File: config.mk
export PLATFORM = sky130hd
export DESIGN_NAME = irq_dma_engine
export DESIGN_NICKNAME = d
export VERILOG_FILES = /design/src/rtl/irqdma_pkg.sv /design/src/rtl/irqdma_arb.sv /design/src/rtl/irqdma_desc.sv /design/src/rtl/irqdma_seq.sv /design/src/rtl/irq_dma_engine.sv
export SDC_FILE = /design/constraint.sdc
export NUM_CORES = 2
export LEC_CHECK = 0
export BUFFER_PORTS_ARGS = -buffer_cell sky130_fd_sc_hd__buf_2
export CAP_MARGIN = 20
export CORE_MARGIN = 2
export CORE_UTILIZATION = 30
export DETAILED_ROUTE_END_ITERATION = 10
export GPL_TIMING_DRIVEN = 0
export SLEW_MARGIN = 30
export SYNTH_ARGS = -nofsm -noshare
export SYNTH_HDL_FRONTEND = slang
export SYNTH_SLANG_ARGS = --single-unit
File: constraint.sdc
create_clock -name clk -period 12.2 [get_ports clk]
set_clock_uncertainty 0.15 [all_clocks]
set_input_delay 1.22 -clock clk [delete_from_list [all_inputs] [get_ports clk]]
set_output_delay 1.22 -clock clk [all_outputs]
set_load 0.05 [all_outputs]
File: src/rtl/irqdma_pkg.sv
package irqdma_pkg;

    localparam int LVL_W     = 3;
    localparam int LVL_TOP   = 7;
    localparam int CTRL_EN   = 5;
    localparam int CTRL_FAST = 3;

    typedef enum logic [1:0] {
        OP_COPY   = 2'd0,
        OP_IMM    = 2'd1,
        OP_ADD_MM = 2'd2,
        OP_ADD_IM = 2'd3
    } op_e;

    // MSB first: chain is bit 6, op is bits 1:0
    typedef struct packed {
        logic chain;
        logic burst;
        logic dst_fwd;
        logic src_fwd;
        logic wide;
        op_e  op;
    } cfg_t;

    typedef struct packed {
        logic [15:0] count;
        logic [15:0] src;
        logic [15:0] op2;
        logic [15:0] dst;
        logic [15:0] imm;
        cfg_t        cfg;
    } desc_t;

    typedef enum logic [3:0] {
        S_IDLE, S_LOAD, S_RDA, S_CAPA, S_RDB, S_CAPB, S_WR, S_STEP
    } st_e;

    function automatic logic op_reads_a(op_e op);
        return (op == OP_COPY) || (op == OP_ADD_MM);
    endfunction

    function automatic logic op_is_add(op_e op);
        return op[1];
    endfunction

    function automatic logic [15:0] addr_step(logic wide, logic fwd);
        return fwd ? (wide ? 16'd2 : 16'd1) : 16'd0;
    endfunction

    function automatic st_e first_phase(op_e op);
        if (op_reads_a(op))       return S_RDA;
        else if (op == OP_ADD_IM) return S_RDB;
        else                      return S_WR;
    endfunction

endpackage

File: src/rtl/irqdma_arb.sv
module irqdma_arb
    import irqdma_pkg::*;
#(
    parameter int NSRC = 4,
    parameter int SW   = 2
) (
    input  logic                   clk,
    input  logic                   rst,
    input  logic                   en,
    input  logic [NSRC-1:0]        irq_req,
    input  logic [NSRC*LVL_W-1:0]  irq_lvl,
    input  logic                   take,
    output logic                   any,
    output logic [NSRC-1:0]        pend,
    output logic [NSRC-1:0]        grant,
    output logic [SW-1:0]          grant_idx
);
    logic [NSRC-1:0] qual;
    logic [NSRC-1:0] pend_q;

    for (genvar g = 0; g < NSRC; g++) begin : g_qual
        assign qual[g] = en && irq_req[g] &&
                         (irq_lvl[g*LVL_W +: LVL_W] == LVL_W'(LVL_TOP));
    end

    always_comb begin
        grant     = '0;
        grant_idx = '0;
        for (int i = NSRC - 1; i >= 0; i--) begin
            if (pend_q[i]) begin
                grant     = '0;
                grant[i]  = 1'b1;
                grant_idx = SW'(i);
            end
        end
    end

    always_ff @(posedge clk) begin
        if (rst) pend_q <= '0;
        else     pend_q <= (pend_q & ~(take ? grant : '0)) | qual;
    end

    assign any  = |pend_q;
    assign pend = pend_q;
endmodule

File: src/rtl/irqdma_desc.sv
module irqdma_desc
    import irqdma_pkg::*;
#(
    parameter int NSRC  = 4,
    parameter int NDESC = 8,
    parameter int IW    = 3,
    parameter int SW    = 2
) (
    input  logic          clk,
    input  logic          rst,
    input  logic          wr_en,
    input  logic [IW-1:0] wr_idx,
    input  desc_t         wr_desc,
    input  logic [IW-1:0] wr_next,
    input  logic [SW-1:0] sel,
    input  logic          wb_en,
    input  desc_t         wb_desc,
    input  logic          adv_en,
    output desc_t         rd_desc
);
    desc_t         slot_q [NDESC];
    logic [IW-1:0] next_q [NDESC];
    logic [IW-1:0] ptr_q  [NSRC];

    assign rd_desc = slot_q[ptr_q[sel]];

    always_ff @(posedge clk) begin
        if (rst) begin
            for (int i = 0; i < NDESC; i++) begin
                slot_q[i] <= '0;
                next_q[i] <= '0;
            end
            for (int s = 0; s < NSRC; s++) ptr_q[s] <= IW'(s);
        end else begin
            if (wr_en) begin
                slot_q[wr_idx] <= wr_desc;
                next_q[wr_idx] <= wr_next;
            end
            if (wb_en)  slot_q[ptr_q[sel]] <= wb_desc;
            if (adv_en) ptr_q[sel] <= next_q[ptr_q[sel]];
        end
    end
endmodule

File: src/rtl/irqdma_seq.sv
module irqdma_seq
    import irqdma_pkg::*;
#(
    parameter int SW = 2
) (
    input  logic          clk,
    input  logic          rst,
    input  logic          start,
    input  logic [SW-1:0] start_src,
    input  desc_t         rd_desc,
    output logic          idle,
    output logic [SW-1:0] cur_src,
    output logic          mem_req,
    output logic          mem_we,
    output logic [16:0]   mem_addr,
    output logic [7:0]    mem_wdata,
    input  logic [7:0]    mem_rdata,
    output logic          wb_en,
    output desc_t         wb_desc,
    output logic          adv_en,
    output logic          done_irq,
    output logic [SW-1:0] done_src
);
    st_e           st;
    desc_t         w;
    logic          hi_q;
    logic [SW-1:0] src_q;
    logic [15:0]   opa, opb, res, cnt_n;
    logic          last;

    assign last    = !w.cfg.wide || hi_q;
    assign res     = op_is_add(w.cfg.op) ? opa + opb : opa;
    assign cnt_n   = w.count - 16'd1;
    assign idle    = (st == S_IDLE);
    assign cur_src = src_q;

    always_comb begin
        mem_req   = 1'b0;
        mem_we    = 1'b0;
        mem_addr  = '0;
        mem_wdata = '0;
        unique case (st)
            S_RDA: begin
                mem_req  = 1'b1;
                mem_addr = {1'b0, w.src} + {16'd0, hi_q};
            end
            S_RDB: begin
                mem_req  = 1'b1;
                mem_addr = {1'b0, w.op2} + {16'd0, hi_q};
            end
            S_WR: begin
                mem_req   = 1'b1;
                mem_we    = 1'b1;
                mem_addr  = {1'b0, w.dst} + {16'd0, hi_q};
                mem_wdata = hi_q ? res[15:8] : res[7:0];
            end
            default: ;
        endcase
    end

    always_comb begin
        wb_desc       = w;
        wb_desc.count = cnt_n;
        wb_desc.src   = w.src + addr_step(w.cfg.wide, w.cfg.src_fwd);
        wb_desc.op2   = w.op2 + addr_step(w.cfg.wide, w.cfg.src_fwd);
        wb_desc.dst   = w.dst + addr_step(w.cfg.wide, w.cfg.dst_fwd);
    end

    assign wb_en  = (st == S_STEP);
    assign adv_en = wb_en && (cnt_n == 16'd0) && w.cfg.chain;

    always_ff @(posedge clk) begin
        if (rst) begin
            st       <= S_IDLE;
            w        <= '0;
            hi_q     <= 1'b0;
            src_q    <= '0;
            opa      <= '0;
            opb      <= '0;
            done_irq <= 1'b0;
            done_src <= '0;
        end else begin
            done_irq <= 1'b0;
            unique case (st)
                S_IDLE: if (start) begin
                    src_q <= start_src;
                    st    <= S_LOAD;
                end
                S_LOAD: begin
                    w    <= rd_desc;
                    hi_q <= 1'b0;
                    if (!op_reads_a(rd_desc.cfg.op)) opa <= rd_desc.imm;
                    st <= (rd_desc.count == 16'd0) ? S_IDLE : first_phase(rd_desc.cfg.op);
                end
                S_RDA: st <= S_CAPA;
                S_CAPA: begin
                    if (hi_q) opa[15:8] <= mem_rdata;
                    else      opa[7:0]  <= mem_rdata;
                    hi_q <= !last;
                    if (last) st <= op_is_add(w.cfg.op) ? S_RDB : S_WR;
                    else      st <= S_RDA;
                end
                S_RDB: st <= S_CAPB;
                S_CAPB: begin
                    if (hi_q) opb[15:8] <= mem_rdata;
                    else      opb[7:0]  <= mem_rdata;
                    hi_q <= !last;
                    st   <= last ? S_WR : S_RDB;
                end
                S_WR: begin
                    hi_q <= !last;
                    if (last) st <= S_STEP;
                end
                S_STEP: begin
                    w <= wb_desc;
                    if (cnt_n == 16'd0) begin
                        done_irq <= 1'b1;
                        done_src <= src_q;
                    end
                    st <= (cnt_n != 16'd0 && w.cfg.burst) ? first_phase(w.cfg.op) : S_IDLE;
                end
                default: st <= S_IDLE;
            endcase
        end
    end
endmodule

File: src/rtl/irq_dma_engine.sv
module irq_dma_engine
    import irqdma_pkg::*;
#(
    parameter  int NSRC  = 4,
    parameter  int NDESC = 8,
    localparam int IW    = $clog2(NDESC),
    localparam int SW    = $clog2(NSRC)
) (
    input  logic                  clk,
    input  logic                  rst,
    input  logic                  ctrl_we,
    input  logic [7:0]            ctrl_wdata,
    input  logic                  desc_we,
    input  logic [IW-1:0]         desc_idx,
    input  logic [15:0]           desc_count,
    input  logic [15:0]           desc_src,
    input  logic [15:0]           desc_op2,
    input  logic [15:0]           desc_dst,
    input  logic [15:0]           desc_imm,
    input  logic [6:0]            desc_cfg,
    input  logic [IW-1:0]         desc_next,
    input  logic [NSRC-1:0]       irq_req,
    input  logic [NSRC*LVL_W-1:0] irq_lvl,
    output logic                  mem_req,
    output logic                  mem_we,
    output logic [16:0]           mem_addr,
    output logic [7:0]            mem_wdata,
    input  logic [7:0]            mem_rdata,
    output logic                  done_irq,
    output logic [SW-1:0]         done_src
);
    logic            en_q, fast_q, dma_en;
    logic            any_w, idle_w, take_w, wb_en_w, adv_en_w;
    logic [NSRC-1:0] pend_w, grant_w;
    logic [SW-1:0]   grant_idx_w, cur_src_w;
    desc_t           wr_desc_w, rd_desc_w, wb_desc_w;

    always_ff @(posedge clk) begin
        if (rst) begin
            en_q   <= 1'b0;
            fast_q <= 1'b0;
        end else if (ctrl_we) begin
            en_q   <= ctrl_wdata[CTRL_EN];
            fast_q <= ctrl_wdata[CTRL_FAST];
        end
    end

    assign dma_en = en_q && !fast_q;
    assign take_w = idle_w && any_w && dma_en;

    always_comb begin
        wr_desc_w.count = desc_count;
        wr_desc_w.src   = desc_src;
        wr_desc_w.op2   = desc_op2;
        wr_desc_w.dst   = desc_dst;
        wr_desc_w.imm   = desc_imm;
        wr_desc_w.cfg   = cfg_t'(desc_cfg);
    end

    irqdma_arb #(.NSRC(NSRC), .SW(SW)) arb_i (
        .clk(clk), .rst(rst), .en(dma_en), .irq_req(irq_req), .irq_lvl(irq_lvl),
        .take(take_w), .any(any_w), .pend(pend_w), .grant(grant_w),
        .grant_idx(grant_idx_w)
    );

    irqdma_desc #(.NSRC(NSRC), .NDESC(NDESC), .IW(IW), .SW(SW)) desc_i (
        .clk(clk), .rst(rst), .wr_en(desc_we), .wr_idx(desc_idx),
        .wr_desc(wr_desc_w), .wr_next(desc_next), .sel(cur_src_w),
        .wb_en(wb_en_w), .wb_desc(wb_desc_w), .adv_en(adv_en_w),
        .rd_desc(rd_desc_w)
    );

    irqdma_seq #(.SW(SW)) seq_i (
        .clk(clk), .rst(rst), .start(take_w), .start_src(grant_idx_w),
        .rd_desc(rd_desc_w), .idle(idle_w), .cur_src(cur_src_w),
        .mem_req(mem_req), .mem_we(mem_we), .mem_addr(mem_addr),
        .mem_wdata(mem_wdata), .mem_rdata(mem_rdata),
        .wb_en(wb_en_w), .wb_desc(wb_desc_w), .adv_en(adv_en_w),
        .done_irq(done_irq), .done_src(done_src)
    );
endmodule

==> flow_metrics.tcl <==
set metrics [dict create \
    grt_start_max_net_pins 33 \
    clockRootBuffer "clkbuf_16" \
    hold_viol 0 \
    reg2reg_depth 11 \
    finalCriticalPeriod_ps 6350 \
    seq_area_frac_synth_pct 54.8 \
    vdd_drop_max_uv 146 \
    min_to "seq_i.opb[8]" \
    cts_tree "done" \
    dpl.hpwl_mm 130 \
    vias 39424 \
    clock_path_buffers 3 \
    drc 0 \
    min_path_type "reg2reg" \
    synth_area_sq_um 45100 \
    cts.sinks 868 \
    detail-route-antenna-nets 0 \
    die-height_microns 392 \
    rows 142 \
    worstSkewPairLatency_ps 740 \
    min_path_cells 2 \
    worstPathRequired_ps 10830 \
    fin_tns_setup_ps 0 \
    cp.arrival_ps 4980 \
    status "finished clean" \
    drt-wirelength-per-cell_microns 29.2 \
    initial_utilization_pct 30.2 \
    slew_headroom_pct 22.5 \
    io_pins 159 \
    synth-main-ff-cell "edfxtp_1" \
    synth_warnings 0 \
    worstMarginPinSlew_ps 1160 \
    dieArea_sq_um 153000 \
    yosysTopAreaCellShare_pct 48.8 \
    avgSynthCellArea_sq_um 10.5 \
    drive_above_1_share_pct 12.8 \
    postLayoutCoreUtil_pct 34.7 \
    gp_congestion 0.963 \
    rsz0062_at_grt "false" \
    fin_crit_sh_pct 52.0 \
    grt_pass1_wl_mm 270 \
    ys_seq_elements 868 \
    synth.most_common_cell "edfxtp_1" \
    grt.total_usage_pct 24.4 \
    postCtsSetupBuffers 0 \
    ys_top_cells_by_area "edfxtp_1, mux4_2, o21ai_0" \
    cp-start-kind "flip-flop" \
    area_growth_pct 15.0 \
    p_leak_nw 17.4 \
    firstDrtPassIters 8 \
    hold_buffers 0 \
    coreArea_sq_um 149000 \
    fin_nets 4627 \
    port_buffers 65 \
    syn_inst 4274 \
    synthArstFlopShare_pct 0 \
    die_w_microns 392 \
    slew_viol_final 0 \
    max_cap_viol_count 0 \
    synth.distinct_cells 66 \
    end_kind "output port" \
    grt_antenna_before_repair 43 \
    crit_fanout 10 \
    avgViaCountPerCell 5.99 \
    rrSetupSlack_ps 6970 \
    overflow 0 \
    hold_path.startpoint "seq_i.opb[8]" \
    power_density_nw_per_um2 142 \
    critical_path_class "reg2out" \
    fmax_mhz 158 \
    yosys-top-cells-count "edfxtp_1, o21ai_0, nand3_1" \
    clk_pin_slew_worst_paths_ps 60 \
    htree_levels 3 \
    yosysTopAreaCell "edfxtp_1" \
    rr_endpoint "desc_i.slot_q[0][11]" \
    numCtsBuffers 95 \
    synth_fp_nets 4432 \
    drt_iter0_markers 6963 \
    synth_edf_count 732 \
    cts-resized-gates 0 \
    setup_viol 0 \
    drt-total-wl_mm 192 \
    grt_pass1_vias 37220 \
]
[worst max path at each step]
| stage | from | endpoint | cells after the start |
|---|---|---|---|
| after detailed placement | seq_i.st[1] | mem_addr[9] | 11 |
| after floorplan | desc_idx[1] | desc_i.slot_q[0][0] | 5 |
| after global placement | rst | desc_i.slot_q[0][10] | 6 |
| after global routing | seq_i.st[2] | mem_addr[9] | 13 |
| final | seq_i.st[1] | mem_addr[9] | 11 |
| after CTS | seq_i.st[1] | mem_addr[9] | 11 |
[per-stage QoR]
| stage | std cells | worst slack, ps | power [W] | hold slack, ps | instance area (sq um) |
|---|---|---|---|---|---|
| 2_1_floorplan | 4274 | 6900 | 0.00403 | 291 | 45100 |
| 3_3_place_gp | 6355 | 2360 | 0.00439 | 302 | 47900 |
| 3_5_place_dp | 6387 | 6670 | 0.00442 | 305 | 48700 |
| 4_1_cts | 6565 | 5900 | 0.00730 | 315 | 51800 |
| 5_1_grt | 6574 | 5690 | 0.00751 | 329 | 51800 |
| 6_report | 6582 | 5850 | 0.00738 | 314 | 51800 |
[registers in the layout, indices dropped and copies added (netlist names), named ones only]
signal	flops
arb_i.pend	4
desc_i.next_q	24
fast_q	1
en_q	1
seq_i.st	3
seq_i.done_src	2
desc_i.ptr_q	12
seq_i.w	64
seq_i.opa	16
seq_i.wb_desc	23
desc_i.slot_q	696
seq_i.hi_q	1
seq_i.opb	16
seq_i.cur_src	2
seq_i.done_irq	1
[final cells by class]
type | instances | area [sq um]
clock inverters | 51 | 448
well taps | 2016 | 2520
diodes | 16 | 40.0
repair buffers | 98 | 933
clock buffers | 127 | 2630
multi-input cells | 2917 | 18500
plain buffers | 468 | 1930
inverters | 21 | 78.8
flip-flops and latches | 868 | 24700
fillers | 14804 | 97600
[cell families (layout without fill, tap and decap cells)]
logic type	Yosys count	in the layout	synth area share, %
buffers and inverters	489	765	4.36
and+or+nand+nor	1597	1597	16.1
AOI/OAI and AO/OA	926	926	11.6
DFF	868	868	54.8
other	0	16	0
adders and majority gates	29	29	0.872
xor gates and xnor gates	83	83	1.61
muxes	282	282	10.6
[worst max-delay path, stage by stage (launching register included)]
cell and delay (ps):
dfxtp_1 300, buf_2 380, buf_2 490, clkbuf_1 770, mux2i_1 170, o21ai_1 610, ha_1 330, nand3_1 220
nor4b_1 450, xor2_1 130, nor2_1 110, buf_2 270
[per-layer routing]
layer	wire length, microns	global-route usage [%]	up-vias
li1	-	-	16200
met1	69800	31.2	19126
met2	81200	35.7	3326
met3	31500	10.2	742
met4	9840	11.4	30
met5	200	0	-
[cell usage in the layout, fill, tap and decap left out, types with 14 or more instances in the layout]
cell       instances
clkbuf_1         354
buf_1             48
edfxtp_1         732
a31oi_1           48
inv_1             21
nor3_1            20
a221o_1           16
o22ai_1           22
buf_2            101
dfxtp_1          136
nor2_1           170
a22o_1            16
ha_1              25
and2_1            48
xnor2_1           35
buf_12            21
a211oi_1          29
clkbuf_16         97
mux2i_1           84
xor2_1            48
diode_2           16
or2_2             14
mux2_2            45
clkinv_2          21
a21oi_1           88
o21ai_0          631
nand3_1          618
mux4_2           153
clkbuf_2          41
and3_1            20
nand2_1          612
[report_power, final]
part	internal, W	switching, W	total, W	leakage, nW
Sequential	0.00336	0.0000834	0.00345	8.63
Combinational	0.000274	0.000686	0.000960	7.30
Clock	0.00166	0.00131	0.00297	1.52
Total	0.00530	0.00208	0.00738	17.4
Note: power is estimated with default switching activity, not from simulation.
